## src/rtl/gpio_port_pkg.sv

```systemverilog
package gpio_port_pkg;
    parameter int unsigned PORT_PINS   = 6;
    parameter int unsigned BUS_DW      = 8;
    parameter int unsigned BUS_AW      = 8;
    parameter int unsigned SYNC_DEPTH  = 2;
    parameter int unsigned SER_TX_PIN  = 0;
    parameter int unsigned SER_RX_PIN  = 1;
    parameter logic [7:0]  LATCH_ADDR  = 8'h08;
    parameter logic [7:0]  DIRECT_ADDR = 8'h0C;

    typedef enum logic [1:0] {
        SEL_NONE  = 2'd0,
        SEL_LATCH = 2'd1,
        SEL_DIR   = 2'd2
    } reg_sel_e;
endpackage

```

## src/rtl/gpio_port_regs.sv

```systemverilog
module gpio_port_regs #(
    parameter int unsigned PINS = 6,
    parameter int unsigned DW = 8,
    parameter int unsigned AW = 8,
    parameter logic [AW-1:0] LATCH_ADDR = 8'h08,
    parameter logic [AW-1:0] DIRECT_ADDR = 8'h0C
) (
    input  logic            clk,
    input  logic            rst_n,
    input  logic [AW-1:0]   addr,
    input  logic [DW-1:0]   wdata,
    input  logic            wr,
    output logic [PINS-1:0] latch_q,
    output logic [PINS-1:0] dir_q
);
    import gpio_port_pkg::*;

    reg_sel_e        sel;
    logic [PINS-1:0] wbits;
    logic            unused_wdata_hi;

    assign wbits           = wdata[PINS-1:0];
    assign unused_wdata_hi = ^wdata[DW-1:PINS];

    always_comb begin
        if (addr == LATCH_ADDR)       sel = SEL_LATCH;
        else if (addr == DIRECT_ADDR) sel = SEL_DIR;
        else                          sel = SEL_NONE;
    end

    always_ff @(posedge clk or negedge rst_n) begin
        if (!rst_n) begin
            latch_q <= '0;
            dir_q   <= '0;
        end else if (wr) begin
            unique case (sel)
                SEL_LATCH: latch_q <= wbits;
                SEL_DIR:   dir_q   <= wbits;
                default:   ;
            endcase
        end
    end


    latch_load_chk: assert property (@(posedge clk) disable iff (!rst_n)
        (wr && addr == LATCH_ADDR) |=> latch_q == $past(wdata[PINS-1:0]));


    dir_hold_chk: assert property (@(posedge clk) disable iff (!rst_n)
        !(wr && addr == DIRECT_ADDR) |=> $stable(dir_q));


    latch_any_dir_chk: assert property (@(posedge clk) disable iff (!rst_n)
        !(wr && addr == LATCH_ADDR) |=> $stable(latch_q));
endmodule

```

## src/rtl/gpio_port_sync.sv

```systemverilog
module gpio_port_sync #(
    parameter int unsigned PINS = 6,
    parameter int unsigned STAGES = 2
) (
    input  logic            clk,
    input  logic            rst_n,
    input  logic [PINS-1:0] pin_in,
    output logic [PINS-1:0] pin_sync
);
    logic [PINS-1:0] stage_q [STAGES];
    logic            up_q;

    always_ff @(posedge clk or negedge rst_n) begin
        if (!rst_n) stage_q[0] <= '0;
        else        stage_q[0] <= pin_in;
    end

    for (genvar s = 1; s < STAGES; s++) begin : g_stage
        always_ff @(posedge clk or negedge rst_n) begin
            if (!rst_n) stage_q[s] <= '0;
            else        stage_q[s] <= stage_q[s-1];
        end
    end

    assign pin_sync = stage_q[STAGES-1];

    always_ff @(posedge clk or negedge rst_n) begin
        if (!rst_n) up_q <= 1'b0;
        else        up_q <= 1'b1;
    end


    first_stage_chk: assert property (@(posedge clk) disable iff (!rst_n)
        up_q |-> stage_q[0] == $past(pin_in));
endmodule

```

## src/rtl/gpio_port_pinmux.sv

```systemverilog
module gpio_port_pinmux #(
    parameter int unsigned PINS = 6,
    parameter int unsigned TX_PIN = 0,
    parameter int unsigned RX_PIN = 1
) (
    input  logic [PINS-1:0] latch_q,
    input  logic [PINS-1:0] dir_q,
    input  logic            rx_sync,
    input  logic            sci_en,
    input  logic            sci_txd,
    output logic [PINS-1:0] pin_out,
    output logic [PINS-1:0] pin_oe,
    output logic            sci_rxd
);
    for (genvar i = 0; i < PINS; i++) begin : g_pin
        if (i == TX_PIN) begin : g_tx
            assign pin_oe[i]  = sci_en | dir_q[i];
            assign pin_out[i] = sci_en ? sci_txd : latch_q[i];
        end else if (i == RX_PIN) begin : g_rx
            assign pin_oe[i]  = ~sci_en & dir_q[i];
            assign pin_out[i] = latch_q[i];
        end else begin : g_plain
            assign pin_oe[i]  = dir_q[i];
            assign pin_out[i] = latch_q[i];
        end
    end

    assign sci_rxd = sci_en ? rx_sync : 1'b1;
endmodule

```

## src/rtl/gpio_port_readmux.sv

```systemverilog
module gpio_port_readmux #(
    parameter int unsigned PINS = 6,
    parameter int unsigned DW = 8,
    parameter int unsigned AW = 8,
    parameter logic [AW-1:0] LATCH_ADDR = 8'h08,
    parameter logic [AW-1:0] DIRECT_ADDR = 8'h0C
) (
    input  logic            clk,
    input  logic            rst_n,
    input  logic [AW-1:0]   addr,
    input  logic            rd,
    input  logic [PINS-1:0] latch_q,
    input  logic [PINS-1:0] dir_q,
    input  logic [PINS-1:0] pin_sync,
    output logic [DW-1:0]   rdata
);
    localparam int unsigned PAD = DW - PINS;

    logic [PINS-1:0] port_view;

    for (genvar i = 0; i < PINS; i++) begin : g_bit
        assign port_view[i] = dir_q[i] ? latch_q[i] : pin_sync[i];
    end

    always_comb begin
        rdata = '0;
        if (rd) begin
            if (addr == LATCH_ADDR)       rdata = {{PAD{1'b0}}, port_view};
            else if (addr == DIRECT_ADDR) rdata = {{PAD{1'b0}}, dir_q};
        end
    end


    upper_zero_chk: assert property (@(posedge clk) disable iff (!rst_n)
        rdata[DW-1:PINS] == '0);


    idle_zero_chk: assert property (@(posedge clk) disable iff (!rst_n)
        !rd |-> rdata == '0);


    dir_read_chk: assert property (@(posedge clk) disable iff (!rst_n)
        (rd && addr == DIRECT_ADDR) |-> rdata[PINS-1:0] == dir_q);
endmodule

```

## src/rtl/gpio_port.sv

```systemverilog
module gpio_port
    import gpio_port_pkg::*;
#(
    parameter int unsigned PINS = PORT_PINS,
    parameter int unsigned DW = BUS_DW,
    parameter int unsigned AW = BUS_AW,
    parameter int unsigned STAGES = SYNC_DEPTH,
    parameter int unsigned TX_PIN = SER_TX_PIN,
    parameter int unsigned RX_PIN = SER_RX_PIN,
    parameter logic [AW-1:0] DATA_REG_ADDR = LATCH_ADDR,
    parameter logic [AW-1:0] DIR_REG_ADDR = DIRECT_ADDR
) (
    input  logic            clk,
    input  logic            rst_n,
    input  logic [AW-1:0]   bus_addr,
    input  logic [DW-1:0]   bus_wdata,
    input  logic            bus_wr,
    input  logic            bus_rd,
    output logic [DW-1:0]   bus_rdata,
    output logic [PINS-1:0] pin_out,
    output logic [PINS-1:0] pin_oe,
    input  logic [PINS-1:0] pin_in,
    input  logic            sci_en,
    input  logic            sci_txd,
    output logic            sci_rxd
);
    logic [PINS-1:0] latch_q;
    logic [PINS-1:0] dir_q;
    logic [PINS-1:0] pin_sync;

    gpio_port_regs #(
        .PINS(PINS), .DW(DW), .AW(AW),
        .LATCH_ADDR(DATA_REG_ADDR), .DIRECT_ADDR(DIR_REG_ADDR)
    ) u_regs (
        .clk(clk), .rst_n(rst_n), .addr(bus_addr), .wdata(bus_wdata),
        .wr(bus_wr), .latch_q(latch_q), .dir_q(dir_q)
    );

    gpio_port_sync #(.PINS(PINS), .STAGES(STAGES)) u_sync (
        .clk(clk), .rst_n(rst_n), .pin_in(pin_in), .pin_sync(pin_sync)
    );

    gpio_port_pinmux #(.PINS(PINS), .TX_PIN(TX_PIN), .RX_PIN(RX_PIN)) u_pinmux (
        .latch_q(latch_q), .dir_q(dir_q), .rx_sync(pin_sync[RX_PIN]),
        .sci_en(sci_en), .sci_txd(sci_txd),
        .pin_out(pin_out), .pin_oe(pin_oe), .sci_rxd(sci_rxd)
    );

    gpio_port_readmux #(
        .PINS(PINS), .DW(DW), .AW(AW),
        .LATCH_ADDR(DATA_REG_ADDR), .DIRECT_ADDR(DIR_REG_ADDR)
    ) u_readmux (
        .clk(clk), .rst_n(rst_n), .addr(bus_addr), .rd(bus_rd),
        .latch_q(latch_q), .dir_q(dir_q), .pin_sync(pin_sync),
        .rdata(bus_rdata)
    );


    tx_drive_chk: assert property (@(posedge clk) disable iff (!rst_n)
        sci_en |-> (pin_oe[TX_PIN] && pin_out[TX_PIN] == sci_txd));


    rx_release_chk: assert property (@(posedge clk) disable iff (!rst_n)
        sci_en |-> !pin_oe[RX_PIN]);


    rxd_idle_chk: assert property (@(posedge clk) disable iff (!rst_n)
        !sci_en |-> sci_rxd);


    plain_oe_chk: assert property (@(posedge clk) disable iff (!rst_n)
        !sci_en |-> pin_oe == dir_q);
endmodule

```

## config.mk

```make
export PLATFORM = sky130hd
export DESIGN_NAME = gpio_port
export DESIGN_NICKNAME = d
export VERILOG_FILES = /design/src/rtl/gpio_port_pkg.sv /design/src/rtl/gpio_port_regs.sv /design/src/rtl/gpio_port_sync.sv /design/src/rtl/gpio_port_pinmux.sv /design/src/rtl/gpio_port_readmux.sv /design/src/rtl/gpio_port.sv
export SDC_FILE = /design/constraint.sdc
export NUM_CORES = 1
export LEC_CHECK = 0
export BUFFER_PORTS_ARGS = -buffer_cell sky130_fd_sc_hd__buf_2
export CORE_MARGIN = 5
export CORE_UTILIZATION = 25
export DETAILED_ROUTE_END_ITERATION = 8
export PLACE_DENSITY = 0.49
export SYNTH_ARGS = -nofsm -noshare
export SYNTH_HDL_FRONTEND = slang
export SYNTH_SLANG_ARGS = --single-unit
```

## constraint.sdc

```tcl
create_clock -name clk -period 1.7 [get_ports clk]
set_clock_uncertainty 0.2 [all_clocks]
set_input_delay 0.34 -clock clk [delete_from_list [all_inputs] [get_ports clk]]
set_output_delay 0.34 -clock clk [all_outputs]
set_load 0.01 [all_outputs]
```

==> qor.csv <==
metric,value,unit
leakage,0.793,nW
fmax,541,MHz
port_buffers,44,
synth_edf_count,0,
r2r_start,u_regs.dir_q[2]$_DFFE_PN0P_,
hp-class,in2reg,
overflow,0,
r2r-end,u_regs.dir_q[2]$_DFFE_PN0P_,
cp_data_arrival_time,1.31,ns
routed_wl,2350,um
pwr-share-comb,12.0,%
clk_path_buf_depth,2,
place.gp.congestion,0.649,
ioPinCount,49,
drc_errors,0,
reg2reg_slack,0.50,ns
die_area,5520,um2
cellInternalPower,0.00100,W
slew_violations,0,
vias_per_cell,4.21,
core,4000,um2
dp_hpwl,1780,um
routed-via-count,767,
cts_tree,yes,
synth_warnings,0,
synth_ff_type,dfrtp_1,
grt_usage,8.75,%
syn_area_per_cell,13.4,um2
maxCapViolations,0,
rsz0062_at_grt,true,
dp_slack,-0.180,ns
cellPowerDensity,818,nW/um2
clkLatencyLatePin,0.26,ns
vdd_drop_max,444,uV
rows,23,
crit_path_end_kind,primary output,
dieHeight,74.3,um
switching_share,19.9,%
area_growth,47.7,%
hold_violations,0,
grt_max_degree,25,
fin_nets,161,
path_clk_slew,0.08,ns
path_class,reg2out,
yosysSeqAreaShare,58.1,%
fillers,405,
p_clk_share,39.0,%
worst_slew_pin_slew,0.518,ns
clock-sinks,24,
fin_ws,-0.148,ns
wire_per_inst,12.9,um
htree_levels,1,
dr.pass1.iters,2,
whs_path_depth,2,
synthArstFlopShare,100,%
syn_inst,77,
crit_required,1.16,ns
grt_pass1_wl,3660,um
switching_power,0.000249,W
start_util,25.8,%
drt_iter0_drc,6,
root_buffer,clkbuf_8,
die_w,74.3,um
final_common_cell,buf_2,
holdWs,0.116,ns
fin_util,38.2,%
ys_seq_elements,24,
layout_common_cells,"buf_2 (41), dfrtp_1 (24), mux2_2 (13)",
synth_area,1030,um2
violations,setup timing,
antenna_found_initial,0,
max_slew_margin,65.5,%
status,"finished, violations left",
fin_crit_sh,109,%
drive_gt1_share,67.4,%
cp_max_fo,2,
hold_start,bus_wdata[1],
ys_types,18,
finalSetupViolCount,6,
hold_end,u_regs.latch_q[1]$_DFFE_PN0P_,
diodes,0,
rr_worst_depth,3,
drtAntennaViolNets,0,
min_period,1.85,ns
first_global_vias,808,
pwr-share-seq,48.9,%
start_kind,flip-flop,
cts_buffers,3,
[kinds of logic (layout without fill, tap and decap cells)]
group | Yosys count | after routing | share of synthesized area, %
AO/OA/AOI/OAI | 12 | 12 | 5.81
multiplexers | 13 | 13 | 14.2
flip-flops | 24 | 24 | 58.1
AND/OR/NAND/NOR | 15 | 15 | 13.2
buffers and inverters | 12 | 66 | 8.35
other | 1 | 2 | 0.363
[per-layer routing]
layer	vias up	GRT usage, %	part of all wire, %
li1	365	-	-
met1	370	11.3	41
met2	30	14.6	50
met3	2	1.89	8.3
met4	0	2.96	0.38
met5	-	0	0
[registers in the layout, indices dropped and copies added, names as in the netlist]
signal / flops
u_sync.stage_q: 6
u_sync.pin_sync: 6
u_regs.dir_q: 6
u_regs.latch_q: 6
[how the worst max path moves through the flow]
stage | startpoint | end | slack [ns] | cells after the start
floorplan | bus_addr[2] | bus_rdata[1] | -0.009 | 3
global placement | bus_addr[5] | bus_rdata[4] | -0.16 | 6
detailed placement | bus_addr[5] | bus_rdata[4] | -0.18 | 6
CTS | u_regs.dir_q[3]$_DFFE_PN0P_ | bus_rdata[3] | -0.16 | 3
global route | u_regs.dir_q[3]$_DFFE_PN0P_ | bus_rdata[3] | -0.19 | 3
finish | u_regs.dir_q[0]$_DFFE_PN0P_ | bus_rdata[0] | -0.15 | 3
[Yosys cell counts, types with 5 or more instances]
cell type	count	area share (%)
dfrtp_1	24	58
buf_4	11	8.0
mux2_2	13	14
or3b_2	5	4.2
o21ai_0	6	2.9
a21oi_1	6	2.9
[critical path, stage by stage (launching register included)]
cell and delay [ns]:
dfrtp_1 0.39, or3b_4 0.39, a21oi_2 0.12, buf_2 0.14
[cell type report]
| type | instances | area, um2 | area share (%) |
|---|---|---|---|
| multi-input combinational | 42 | 393 | 25.7 |
| clock inverter | 1 | 30.0 | 1.97 |
| tap | 50 | 62.6 | 4.10 |
| timing repair buffer | 62 | 399 | 26.1 |
| clock buffer | 3 | 41.3 | 2.70 |
| sequential | 24 | 601 | 39.3 |
[through the flow]
stage / TNS, ns / total power [W] / cell area [um2] / instances
detailed placement: -2.82 / 0.000744 / 1300 / 168
CTS: -0.840 / 0.00127 / 1520 / 181
global route: -1.06 / 0.00131 / 1530 / 182
finish: -0.726 / 0.00125 / 1530 / 182
global placement: -2.58 / 0.000739 / 1300 / 168
floorplan: -0.00892 / 0.000683 / 1040 / 78
[power groups by stage]
stage / logic, W / clock network (W) / registers (W)
CTS: 0.000152 / 0.000506 / 0.000611
detailed placement: 0.000121 / 0 / 0.000623
floorplan: 0.0000639 / 0 / 0.000619
global placement: 0.000118 / 0 / 0.000621
global route: 0.000166 / 0.000533 / 0.000614
finish: 0.000150 / 0.000487 / 0.000611
[repair_timing]
action	CTS	global route
buffers inserted	2	1
hold buffers	7	0
gates resized for setup	15	1
endpoints found under the setup margin	7	7
endpoints found under the hold margin	30	0
pin swaps	7	7
No activity file was read; power rests on OpenSTA's default activity.
